<file path="src/rtl/pwr_seq_fsm.sv">
module pwr_seq_fsm #(
  parameter int NRAIL      = 4,
  parameter int LOAD_CYC   = 40,
  parameter int DGL_CYC    = 5,
  parameter int PG_TMO     = 12,
  parameter int SETTLE_CYC = 8,
  parameter int DLY_W      = 8,
  parameter int CNT_W      = 16
) (
  input  logic                 clk,
  input  logic                 por_n,
  input  logic                 en_pin,
  input  logic [NRAIL-1:0]     pg,
  input  logic [NRAIL-1:0]     rail_flt,
  input  logic                 fsd_en,
  input  logic [1:0]           retry_max,
  input  logic [2*NRAIL-1:0]   rail_slot,
  input  logic [4*DLY_W-1:0]   slot_dly,
  output logic [NRAIL-1:0]     rail_en,
  output logic [1:0]           state_code,
  output logic                 lockout,
  output logic [NRAIL-1:0]     fault_rail
);
  localparam int DG_W = $clog2(DGL_CYC + 1);

  typedef enum logic [2:0] {LOAD, INIT, RAMP, GAP, DOWN, SETTLE, UP, LOCK} st_t;
  st_t st;

  logic [1:0]       sy;
  logic [DG_W-1:0]  dg_cnt;
  logic             on_q, on_prev;
  logic [CNT_W-1:0] cnt;
  logic [1:0]       slot, tries;
  logic             failed;
  logic [NRAIL-1:0] m_cur, m_nxt, m_zero;
  logic [DLY_W-1:0] dly_cur;

  always_comb
    for (int r = 0; r < NRAIL; r++) begin
      m_cur[r]  = rail_slot[2*r +: 2] == slot;
      m_nxt[r]  = rail_slot[2*r +: 2] == slot + 2'd1;
      m_zero[r] = rail_slot[2*r +: 2] == 2'd0;
    end

  assign dly_cur = slot_dly[slot*DLY_W +: DLY_W];

  wire flt_hit = |(rail_en & rail_flt);
  wire all_pg  = (pg & rail_en) == rail_en;
  wire on_fall = on_prev & ~on_q;

  assign state_code = (st == LOAD) ? 2'd0 :
                      (st == INIT || st == LOCK) ? 2'd1 :
                      (st == UP) ? 2'd3 : 2'd2;

  always_ff @(posedge clk or negedge por_n)
    if (!por_n) begin
      sy <= '0; dg_cnt <= '0; on_q <= 1'b0; on_prev <= 1'b0;
    end else begin
      sy <= {sy[0], en_pin};
      on_prev <= on_q;
      if (sy[1] == on_q) dg_cnt <= '0;
      else if (dg_cnt == DG_W'(DGL_CYC - 1)) begin
        on_q <= sy[1]; dg_cnt <= '0;
      end else dg_cnt <= dg_cnt + 1'b1;
    end

  always_ff @(posedge clk or negedge por_n)
    if (!por_n) begin
      st <= LOAD; cnt <= '0; slot <= '0; tries <= '0; failed <= 1'b0;
      rail_en <= '0; lockout <= 1'b0; fault_rail <= '0;
    end else begin
      case (st)
        LOAD:
          if (cnt == CNT_W'(LOAD_CYC - 1)) begin
            cnt <= '0;
            if (fsd_en) begin
              st <= RAMP; slot <= '0; tries <= '0; rail_en <= m_zero;
            end else st <= INIT;
          end else cnt <= cnt + 1'b1;
        INIT:
          if (on_q) begin
            st <= RAMP; cnt <= '0; slot <= '0; tries <= '0; rail_en <= m_zero;
          end
        RAMP, GAP:
          if (flt_hit || (st == RAMP && !all_pg && cnt == CNT_W'(PG_TMO - 1))) begin
            fault_rail <= rail_en & (rail_flt | ~pg);
            failed <= 1'b1; st <= DOWN; slot <= 2'd3;
          end else if (st == RAMP) begin
            if (all_pg) begin st <= GAP; cnt <= '0; end
            else cnt <= cnt + 1'b1;
          end else if (cnt >= CNT_W'(dly_cur)) begin
            cnt <= '0;
            if (slot == 2'd3) st <= UP;
            else begin
              slot <= slot + 2'd1; rail_en <= rail_en | m_nxt; st <= RAMP;
            end
          end else cnt <= cnt + 1'b1;
        UP:
          if (on_fall) begin
            failed <= 1'b0; st <= DOWN; slot <= 2'd3;
          end
        DOWN: begin
          rail_en <= rail_en & ~m_cur;
          if (slot == 2'd0) begin st <= SETTLE; cnt <= '0; end
          else slot <= slot - 2'd1;
        end
        SETTLE:
          if (cnt == CNT_W'(SETTLE_CYC - 1)) begin
            cnt <= '0;
            if (!failed) st <= INIT;
            else if (tries == retry_max) begin st <= LOCK; lockout <= 1'b1; end
            else begin
              tries <= tries + 2'd1; rail_en <= m_zero; st <= RAMP;
            end
          end else cnt <= cnt + 1'b1;
        default: st <= LOCK;
      endcase
    end
endmodule


</file>
<file path="config.mk">
export PLATFORM = sky130hd
export DESIGN_NAME = pwr_seq_fsm
export DESIGN_NICKNAME = d
export VERILOG_FILES = /design/src/rtl/pwr_seq_fsm.sv
export SDC_FILE = /design/constraint.sdc
export NUM_CORES = 1
export LEC_CHECK = 0
export CAP_MARGIN = 10
export CORE_MARGIN = 2
export CORE_UTILIZATION = 36
export CTS_BUF_LIST = sky130_fd_sc_hd__clkbuf_8
export CTS_CLUSTER_SIZE = 40
export DETAILED_ROUTE_END_ITERATION = 8
export GPL_ROUTABILITY_DRIVEN = 0
export GPL_TIMING_DRIVEN = 0
export PLACE_DENSITY = 0.6
export SYNTH_ARGS = -nofsm -noshare
export SYNTH_HDL_FRONTEND = slang
export SYNTH_SLANG_ARGS = --single-unit
</file>
<file path="constraint.sdc">
create_clock -name clk -period 3.3 [get_ports clk]
set_clock_uncertainty 0.15 [all_clocks]
set_input_delay 0.495 -clock clk [delete_from_list [all_inputs] [get_ports clk]]
set_output_delay 0.495 -clock clk [all_outputs]
set_load 0.05 [all_outputs]
</file>
==> results.cfg <==
[clock_tree]
htreeDepth = 2
cts_sinks = 40
cts.path.max_buffers = 2
tritoncts = yes
root_buffer = clkbuf_8
clk_transition_reported_paths_ns = 0.09
cts_made_buffers = 5
clk_latency_ns = 0.31

[critical_path]
path_class = flop to primary output
crit_family = buffers and inverters
required_ns = 2.65
critPathLaunchType = flop
cpPeakStageDelay_ns = 0.56
path_cells = buf_2 > buf_1 > clkbuf_1 > nand2_1 > o21ai_0 > dlygate4sd2_1
path_max_fanout = 10
arrival_ns = 2.40
slowest_stage = dlygate4sd2_1
cp.buffers_inverters = 4
worst_setup_path_end_kind = primary output

[placement]
place_area_mm2 = 0.00401
hpwl_um = 6780
io_buffers = 64
place_inst = 546

[timing]
hold_violations = 0
fmax_ghz = 0.329
slew_violations = 0
tightestPinTransition_ns = 0.791
post-route-period-util_pct = 92.2
rsz0062_at_grt = false
maxSlewHeadroom_pct = 47.1
tns_ns = 0
finalCriticalPeriod_ns = 3.04
finalSetupViolCount = 0

[synth]
ys_seq_elements = 40
yosysSeqAreaShare_pct = 31.1
syn-cell-area_mm2 = 0.00322
syn_area_per_cell_um2 = 8.63
synth_nets = 440
async_flop_share_pct = 100
yosys-top-cells-area = dfrtp_1 31%, mux4_2 5.6%, ha_1 5.1%
netlist.area_leader.share_pct = 31.1
synth_cell_types = 71
synth_edf_count = 0
synthFlopType = dfrtp_1
syn_inst = 373
synth_top_cell_by_area = dfrtp_1
synth_warnings = 0

[routing]
drt-pass1-iter-count = 4
initialDrtViolationCount = 121
num_vias = 3119
drc = 0
drt-wirelength-per-cell_um = 16.0
via_per_inst = 5.64
finalWirelength_um = 8850
ant_nets = 0

[die]
rows = 34
dieArea_mm2 = 0.00971
die_x_um = 98.5
core_mm2 = 0.00868
io_pins = 65
die_y_um = 98.5
initial_core_util_pct = 37.1

[job]
max_cap_violations = 0

[layout]
final_common_cell = clkdlybuf4s50_1
diodes = 0
fin_cells = 553
area_growth_pct = 30.4
num-nets-final = 511
fin_area_mm2 = 0.00420
layout-drive-gt1-share_pct = 9.44
final_cell_mix = 62 x clkdlybuf4s50_1, 39 x dfrtp_1, 34 x nand2_1

[global_route]
grt_start_max_net_pins = 29
antenna_found_initial = 0
grt_overflow = 0
grt_pass1_wl_um = 14600
track_usage_pct = 18.3
grt_pass1_vias = 3026

[power_and_ir_drop]
p_leak_uw = 0.00172
pwr-share-seq_pct = 22.0
p_sw_uw = 1610
p_comb_share_pct = 61.4
power.density_mw_per_mm2 = 819
peakVddDrop_mv = 0.347
p_int_uw = 1830
power_frac_clock_pct = 16.7
power.switching_fraction_pct = 46.9

[min_path]
hp-class = flop to flop

[outcome]
status = finished, final reports clean
[kinds of logic after synthesis]
group | Yosys count | share of synthesized area, %
AND/OR/NAND/NOR | 143 | 24.6
AO/OA/AOI/OAI | 103 | 21.7
flip-flops | 40 | 31.1
XOR/XNOR | 21 | 5.72
buffers and inverters | 42 | 5.29
adder cells (fa/ha/maj) | 13 | 5.05
multiplexers | 11 | 6.57
[what timing repair did]
item | CTS | global route
resized for setup | 5 | 5
hold buffers | 1 | 0
setup buffers | 0 | 0
endpoints found under the setup margin | 25 | 14
endpoints found under the hold margin | 12 | 0
[power groups by stage]
stage                     combinational, uW  clock (uW)  sequential, uW
after detailed placement               2110           0             743
final                                  2110         573             755
after global routing                   2340         599             779
after CTS                              2110         580             744
after floorplan                        1470           0             807
after global placement                 2090           0             738
[through the flow]
| stage | total power (uW) | hold slack (ns) | util [%] | worst slack (ns) |
|---|---|---|---|---|
| 2_1_floorplan | 2270 | 0.0494 | - | 0.0153 |
| 6_report | 3440 | 0.191 | 48.4 | 0.256 |
| 5_1_grt | 3720 | 0.223 | 48.4 | 0.0473 |
| 3_5_place_dp | 2850 | 0.195 | 46.2 | -0.544 |
| 4_1_cts | 3430 | 0.204 | 48.2 | 0.0803 |
| 3_3_place_gp | 2820 | 0.186 | 46.0 | -0.521 |
[final cells by class]
class                   instances  area (um^2)
clock inverters                 3         90.1
fillers                       853         4480
well taps                     108          135
repair buffers                 66          664
multi-input cells             291         2070
flip-flops and latches         40         1000
clock buffers                   5         68.8
plain buffers                  15         76.3
inverters                      25         93.8
[layer usage]
layer	track usage, %	part of all wire, %
met1	23.7	44
met2	31.9	51
met3	3.05	4.6
met5	0	0
met4	4.32	0.73
[sequential cells by signal, summed over array words and instances, names as in the netlist]
register	flops
st	3
rail_en	4
dg_cnt	3
slot	2
failed	1
on_prev	1
fault_rail	4
tries	2
on_q	1
sy	2
cnt	16
lockout	1
[synthesized netlist by cell type (3+ instances only)]
master,instances
nor4_1,5
ha_1,13
xnor2_1,16
o211ai_1,3
a31oi_1,6
a21oi_1,22
or2_2,5
o31ai_1,6
clkbuf_1,13
nor3b_1,3
o22ai_1,3
and4_1,4
nand4_1,9
nand3b_1,3
inv_1,25
mux4_2,8
o21ai_0,29
nor2_1,23
a32o_1,3
xor2_1,5
or3_1,4
nand2b_1,7
nand3_1,7
nor2b_1,5
nor3_1,11
or4_1,3
nand2_1,34
o21bai_1,3
and2_1,5
dfrtp_1,40
[final timing paths]
check | startpoint | end | slack, ns | cells after the start
setup / recovery | st[1] | state_code[0] | 0.26 | 6
hold / removal | sy[0] | sy[1] | 0.19 | 0
setup reg to reg | slot[0] | cnt[12] | 0.27 | 11
hold reg to reg | sy[0] | sy[1] | 0.19 | 0
max in group asynchronous | por_n | cnt[5] | 2.06 | 3
min in group asynchronous | por_n | fault_rail[3] | 0.46 | 2
Power figures use the tool's default switching activity.
